==> config.mk <==
export PLATFORM = sky130hd
export DESIGN_NAME = pulse_swallow_div
export DESIGN_NICKNAME = d
export VERILOG_FILES = /design/src/rtl/sw_div_pkg.sv /design/src/rtl/sd_rst_sync.sv /design/src/rtl/sd_cfg_check.sv /design/src/rtl/sd_swallow_cnt.sv /design/src/rtl/sd_prog_cnt.sv /design/src/rtl/pulse_swallow_div.sv
export SDC_FILE = /design/constraint.sdc
export NUM_CORES = 1
export LEC_CHECK = 0
export ABC_AREA = 1
export BUFFER_PORTS_ARGS = -buffer_cell sky130_fd_sc_hd__buf_2
export CELL_PAD_IN_SITES_DETAIL_PLACEMENT = 0
export CELL_PAD_IN_SITES_GLOBAL_PLACEMENT = 1
export CORE_ASPECT_RATIO = 1.4
export CORE_UTILIZATION = 37
export DETAILED_ROUTE_END_ITERATION = 6
export GPL_TIMING_DRIVEN = 0
export HOLD_SLACK_MARGIN = 0.1
export PLACE_DENSITY = 0.73
export SLEW_MARGIN = 40
export SYNTH_ARGS = -nofsm -noshare
export SYNTH_HDL_FRONTEND = slang
export SYNTH_SLANG_ARGS = --single-unit
export TNS_END_PERCENT = 50
==> constraint.sdc <==
create_clock -name clk -period 0.9 [get_ports clk]
set_input_delay 0.09 -clock clk [delete_from_list [all_inputs] [get_ports clk]]
set_output_delay 0.09 -clock clk [all_outputs]
set_load 0.05 [all_outputs]
==> src/rtl/sw_div_pkg.sv <==
package sw_div_pkg;
  localparam int unsigned SWALLOW_W = 7;
  localparam int unsigned MAIN_W    = 11;
  localparam int unsigned MAIN_MIN  = 16;
endpackage

==> src/rtl/sd_rst_sync.sv <==
module sd_rst_sync #(
  parameter int unsigned STAGES = 2
) (
  input  logic clk,
  input  logic rst_n,
  output logic rst_sync_n
);
  logic [STAGES-1:0] chain_q;
  logic [STAGES-1:0] chain_d;

  always_comb begin
    chain_d = {chain_q[STAGES-2:0], 1'b1};
  end

  always_ff @(posedge clk or negedge rst_n) begin
    if (!rst_n) chain_q <= '0;
    else        chain_q <= chain_d;
  end

  assign rst_sync_n = chain_q[STAGES-1];
endmodule

==> src/rtl/sd_cfg_check.sv <==
module sd_cfg_check #(
  parameter int unsigned A_W   = 7,
  parameter int unsigned N_W   = 11,
  parameter int unsigned N_MIN = 16
) (
  input  logic [A_W-1:0] a_val,
  input  logic [N_W-1:0] n_val,
  output logic           cfg_ok
);
  localparam logic [N_W-1:0] NMIN_V = N_W'(N_MIN);
  logic [N_W-1:0] a_ext;
  logic           n_legal;
  logic           a_legal;

  generate
    if (N_W > A_W) begin : g_ext
      assign a_ext = {{(N_W-A_W){1'b0}}, a_val};
    end else begin : g_trunc
      assign a_ext = a_val[N_W-1:0];
    end
  endgenerate

  always_comb begin
    n_legal = (n_val >= NMIN_V);
    a_legal = (a_ext <= n_val);
    cfg_ok  = n_legal && a_legal;
  end
endmodule

==> src/rtl/sd_swallow_cnt.sv <==
module sd_swallow_cnt #(
  parameter int unsigned A_W = 7
) (
  input  logic           clk,
  input  logic           rst_n,
  input  logic           load,
  input  logic [A_W-1:0] load_val,
  output logic           active
);
  logic [A_W-1:0] cnt_q;
  logic [A_W-1:0] cnt_d;

  always_comb begin
    cnt_d = cnt_q;
    if (load)                cnt_d = load_val;
    else if (cnt_q != '0)    cnt_d = cnt_q - 1'b1;
  end

  always_ff @(posedge clk or negedge rst_n) begin
    if (!rst_n) cnt_q <= '0;
    else        cnt_q <= cnt_d;
  end

  assign active = (cnt_q != '0);
endmodule

==> src/rtl/sd_prog_cnt.sv <==
module sd_prog_cnt #(
  parameter int unsigned N_W = 11
) (
  input  logic           clk,
  input  logic           rst_n,
  input  logic           load,
  input  logic           dec_en,
  input  logic [N_W-1:0] load_val,
  output logic [N_W-1:0] cnt,
  output logic           terminal
);
  localparam logic [N_W-1:0] ONE = N_W'(1);
  logic [N_W-1:0] cnt_q;
  logic [N_W-1:0] cnt_d;

  always_comb begin
    cnt_d = cnt_q;
    if (load)        cnt_d = load_val;
    else if (dec_en) cnt_d = cnt_q - 1'b1;
  end

  always_ff @(posedge clk or negedge rst_n) begin
    if (!rst_n) cnt_q <= '0;
    else        cnt_q <= cnt_d;
  end

  assign cnt      = cnt_q;
  assign terminal = (cnt_q == ONE);
endmodule

==> src/rtl/pulse_swallow_div.sv <==
module pulse_swallow_div
  import sw_div_pkg::*;
#(
  parameter int unsigned A_W   = SWALLOW_W,
  parameter int unsigned N_W   = MAIN_W,
  parameter int unsigned N_MIN = MAIN_MIN
) (
  input  logic           clk,
  input  logic           rst_n,
  input  logic [A_W-1:0] a_word,
  input  logic [N_W-1:0] n_word,
  output logic           mod_sel,
  output logic           div_pulse,
  output logic           cfg_err
);
  logic           rst_i_n;
  logic           cfg_ok;
  logic           run_q;
  logic           run_d;
  logic           reload;
  logic           term;
  logic           swallow_act;
  logic [N_W-1:0] n_cnt;

  sd_rst_sync #(.STAGES(2)) u_rst (
    .clk        (clk),
    .rst_n      (rst_n),
    .rst_sync_n (rst_i_n)
  );

  sd_cfg_check #(.A_W(A_W), .N_W(N_W), .N_MIN(N_MIN)) u_cfg (
    .a_val  (a_word),
    .n_val  (n_word),
    .cfg_ok (cfg_ok)
  );

  // Reload when idle or at terminal count; words are sampled only here.
  always_comb begin
    reload = !run_q || term;
    run_d  = reload ? cfg_ok : run_q;
  end

  always_ff @(posedge clk or negedge rst_i_n) begin
    if (!rst_i_n) run_q <= 1'b0;
    else          run_q <= run_d;
  end

  sd_prog_cnt #(.N_W(N_W)) u_main (
    .clk      (clk),
    .rst_n    (rst_i_n),
    .load     (reload),
    .dec_en   (run_q),
    .load_val (n_word),
    .cnt      (n_cnt),
    .terminal (term)
  );

  sd_swallow_cnt #(.A_W(A_W)) u_swallow (
    .clk      (clk),
    .rst_n    (rst_i_n),
    .load     (reload),
    .load_val (a_word),
    .active   (swallow_act)
  );

  assign mod_sel   = run_q && swallow_act;
  assign div_pulse = run_q && term;
  assign cfg_err   = !cfg_ok;
endmodule

# == After elaboration in Yosys (flattened, before gate mapping) ==
# Index checks and enable logic that the tools add are counted.
# Widths: inputs -> output; s select.
# word_totals
inputBits,20
word_cells,22
out_inout_bits,3
ff_bits,21
# classes
muxes,4
addsub,2
magnitude_cmp,2
n_reduce_logical,9
n_eq_ne,1
# ops
op,n
$mux 11,2
$mux 7,2
$eq 11x1->1 const B,1
$ge 11x5->1 const B,1
$le 7x11->1,1
$sub 11x1->11 const B,1
$reduce_bool 7->1,1
$sub 7x1->7 const B,1
$reduce_bool 2->1,2
$logic_and 1x1->1,3
$logic_not 1->1,2
$logic_or 1x1->1,1

# == Depth between registers and ports, before layout ==
# logic_depth
depth_word,3
mapped_depth,10
ltp_nobuf,10

# == By module ==
# From an unflattened synthesis, not the netlist that was laid out.
# unflattened
cells_unflattened,218
area_unflattened_um2,1580.3
# modules_own_cells
mod,area_each_um2,n_inst,cells_per_inst
sd_prog_cnt,725.7,1,102
sd_swallow_cnt,499.2,1,62
sd_cfg_check,241.5,1,42
pulse_swallow_div,60.1,1,9
sd_rst_sync,53.8,1,3

# == Least setup slack after synthesis ==
# Ideal clock, no wire load.
# synth_path
path_kind,register -> output
start,register u_main.cnt_q[1] (netlist: u_main.cnt[1])
end,output port div_pulse
arrival_time_ns,1.868
stages_incl_launch_ff,7
n_path_buf,0
t_required_ns,0.810
path_slack_ns,-1.058
cell_sequence,dfrtp_1 -> inv_1 -> ha_1 -> inv_1 -> nor2_1 -> nand2_2 -> nor3_1
# synth_via
elab_chain_len,2
# synth_rtl
element,line_no,source
"start, declared",sd_prog_cnt.sv:13,logic [N_W-1:0] cnt_q;
"start signal, assigned",sd_prog_cnt.sv:24,else cnt_q <= cnt_d;
$eq 11x1->1,sd_prog_cnt.sv:28,assign terminal = (cnt_q == ONE);
$logic_and 1x1->1,pulse_swallow_div.sv:67,assign div_pulse = run_q && term;
"end, declared",pulse_swallow_div.sv:13,"output logic div_pulse,"
# Every way passes these cells.

# == Final worst setup path ==
# Ends and elaborated chain as after synthesis.

==> summary.txt <==
Outcome
  • Status: finished with violations
  • Failing checks: negative setup slack

Logic synthesis
  • Yosys cell types: 28
  • Top-area cell type share of the netlist area: 36.3%
  • Mapped Nets: 218
  • Post-synthesis cell area: 0.00145 mm^2
  • Yosys top cell by area: dfrtp_1
  • Synth area leaders: dfrtp_1 (36%), nand2_1 (12%), ha_1 (9.5%)
  • Gate Count Post-Synth: 187
  • Synthesis warning total: 0
  • Syn Area/Cell: 7.73 um^2
  • #FFs+latches synth: 21
  • Sequential area share after synthesis: 36.3%

Power
  • Worst VDD drop: ~0.48 mV
  • Power density over the cells: 826 mW/mm^2
  • Overall power: 1.81 mW
  • LEAKAGE: 1.02 nW

Critical path
  • Setup CP Type: flip-flop to primary output
  • CP arrival: 1.42 ns
  • Worst setup EP type: primary output
  • Crit start category: flip-flop
  • Crit-path max FO: 3
  • Critical path required time: roughly 0.8 ns

CTS
  • H-tree levels: 1
  • CTS max path bufs: 2
  • Number of CTS-inserted buffers: 3
  • TritonCTS Sinks: 21
  • Clk_lat worst skew: 0.26 ns
  • Clk pin slew, worst setup/hold paths: around 0.09 ns
  • Root cell of the clock tree: clkbuf_8
  • TritonCTS clock tree: yes

Global route
  • Initial antenna violation count: 0
  • Number of global-route vias before repair: 1,424
  • Global-route total usage across every layer: 21.6%
  • First-pass GRT wire length: 6500 um
  • Gr ovfl total: 0
  • Largest net degree at the start of global routing: 20

Cells and area
  • Final Util: 59.1%
  • Commonest non-fill, non-tap cells in the layout: nand2_1 (32), dfrtp_1 (20), buf_2 (19)
  • Number of fill cells: 355
  • Area growth, synth to finish: 51.6%
  • Fraction of layout cells with a size suffix above 1: between 40 and 50%
  • Final Net Count: roughly 280
  • Final Cell Area: approximately 0.0022 mm^2
  • ANT cells: 0
  • Leading cell type in the layout, fill and taps excluded: nand2_1

Floorplan
  • Die width: roughly 55 um
  • Core Rows: 26
  • Initial Util: 39.0%
  • Area of the core: 0.00371 mm^2
  • Boundary Pins: 23
  • Die Span Y: 76.0 um
  • Die ar.: 0.00417 mm^2

Timing
  • Setup Skew: 0.00644 ns
  • Final worst path period share: 168%
  • Minimum clock period: between 1.5 and 2 ns
  • Maximum clock frequency: 0.661 GHz
  • Final Hold Viols: 0
  • Hold_ws: 0.119 ns
  • RSZ-0062 raised after global routing: yes
  • Final WS setup: -0.613 ns
  • Final setup violation count: 22
  • Max-slew violations: 0

Detailed routing
  • Final WL: between 4000 and 5000 um
  • Remaining DRCs: 0
  • Post-route ant nets: 0
  • Starting DRT DRC Count: 21
  • DR WL/cell: 14.0 um
  • Vias post-DR: 1,419
  • DRT Pass-1 Iters: 4
  • Via/cell ratio: 4.91

Place
  • Port bufs: 22
  • RD Place Congestion: around 0.81
  • Placed cell area: 0.00163 mm^2
  • Hpwl dp: 2630 um

Flow run
  • Max-cap check violation count: 0

Min path
  • Hold WC Path Type: input pin to flip-flop
==> worst paths after layout <==
kind,startpoint,end,slack (ns),cells past startpoint
worst min register to register,u_rst.chain_q[1],u_main.cnt[7],0.23,0
worst min-delay path,n_word[6],u_main.cnt[6],0.12,3
worst max-delay path,u_main.cnt[1],div_pulse,-0.61,7
worst max register to register,u_main.cnt[1],u_main.cnt[7],-0.60,10
max in group asynchronous,u_rst.chain_q[1],run_q,0.35,0
min in group asynchronous,rst_n,u_rst.chain_q[1],0.13,2
==> timing repair <==
item / CTS / global route
cloned: 3 / 0
pin swaps: 13 / 9
setup buffers: 14 / 2
resized for setup: 49 / 23
endpoints found under the hold margin: 16 / 0
setup endpoints to repair: 22 / 22
hold buffers: 15 / 0
==> sequential cells by signal, indices dropped and copies added (netlist names) <==
signal	cells
run_q	1
u_main.cnt	11
u_rst.chain_q	2
u_swallow.cnt_q	7
==> critical path, stage by stage, from the launching register on <==
cell     delay, ns
dfrtp_1       0.41
inv_2         0.09
ha_4          0.13
inv_2         0.04
nor2_4        0.09
nand2_4       0.09
nor3_4        0.13
buf_6         0.18
==> report_power, final <==
group          internal (mW)  switching (mW)  total, mW
combinational          0.109          0.0941      0.203
sequential             0.947          0.0184      0.966
clock                  0.309           0.333      0.642
total                   1.37           0.446       1.81
==> synth_stat cells, drive strengths merged <==
cell     n
nand2   49
nor2    27
dfrtp   21
inv     21
nand3   15
o21ai   12
ha      11
a21oi    7
xnor2    4
xor2     4
buf      3
nor3     3
and2     2
o21bai   2
a21boi   1
a21o     1
conb     1
nand3b   1
nand4    1
or2      1
==> metal layers <==
layer	GRT usage [%]	wire [um]	vias to the layer above
li1	-	-	716
met1	28.2	1760	673
met2	33.5	2110	23
met3	2.20	98	7
met4	11.3	93	0
met5	0	0	-
==> through the flow <==
stage / cells / worst slack [ns] / TNS [ns]
CTS: 287 / -0.671 / -11.76
floorplan: 187 / -0.435 / -8.58
finish: 289 / -0.613 / -12.03
global placement: 251 / -0.594 / -12.88
global route: 289 / -0.682 / -13.62
detailed placement: 251 / -0.632 / -12.79
==> cells by family (layout without fill, tap and decap cells) <==
logic type	after synthesis	after routing	synth area share, %
flops	21	21	36.3
buf+inv	24	84	7.79
other cells	1	1	0.259
xor+xnor	8	8	4.84
compound gates	23	23	10.5
fa+ha+maj	11	11	9.52
simple gates	99	99	30.8
==> cell type report <==
| cell class | count | area [um^2] | share of cell area, % |
|---|---|---|---|
| buffer | 3 | 33.8 | 1.54 |
| tap | 42 | 52.6 | 2.40 |
| timing repair buffer | 56 | 463 | 21.1 |
| clock inverter | 1 | 5.00 | 0.228 |
| inverter | 21 | 78.8 | 3.60 |
| sequential | 21 | 527 | 24.0 |
| clock buffer | 3 | 41.3 | 1.88 |
| multi-input combinational | 142 | 991 | 45.2 |
Note: power is estimated with default switching activity, not from simulation.
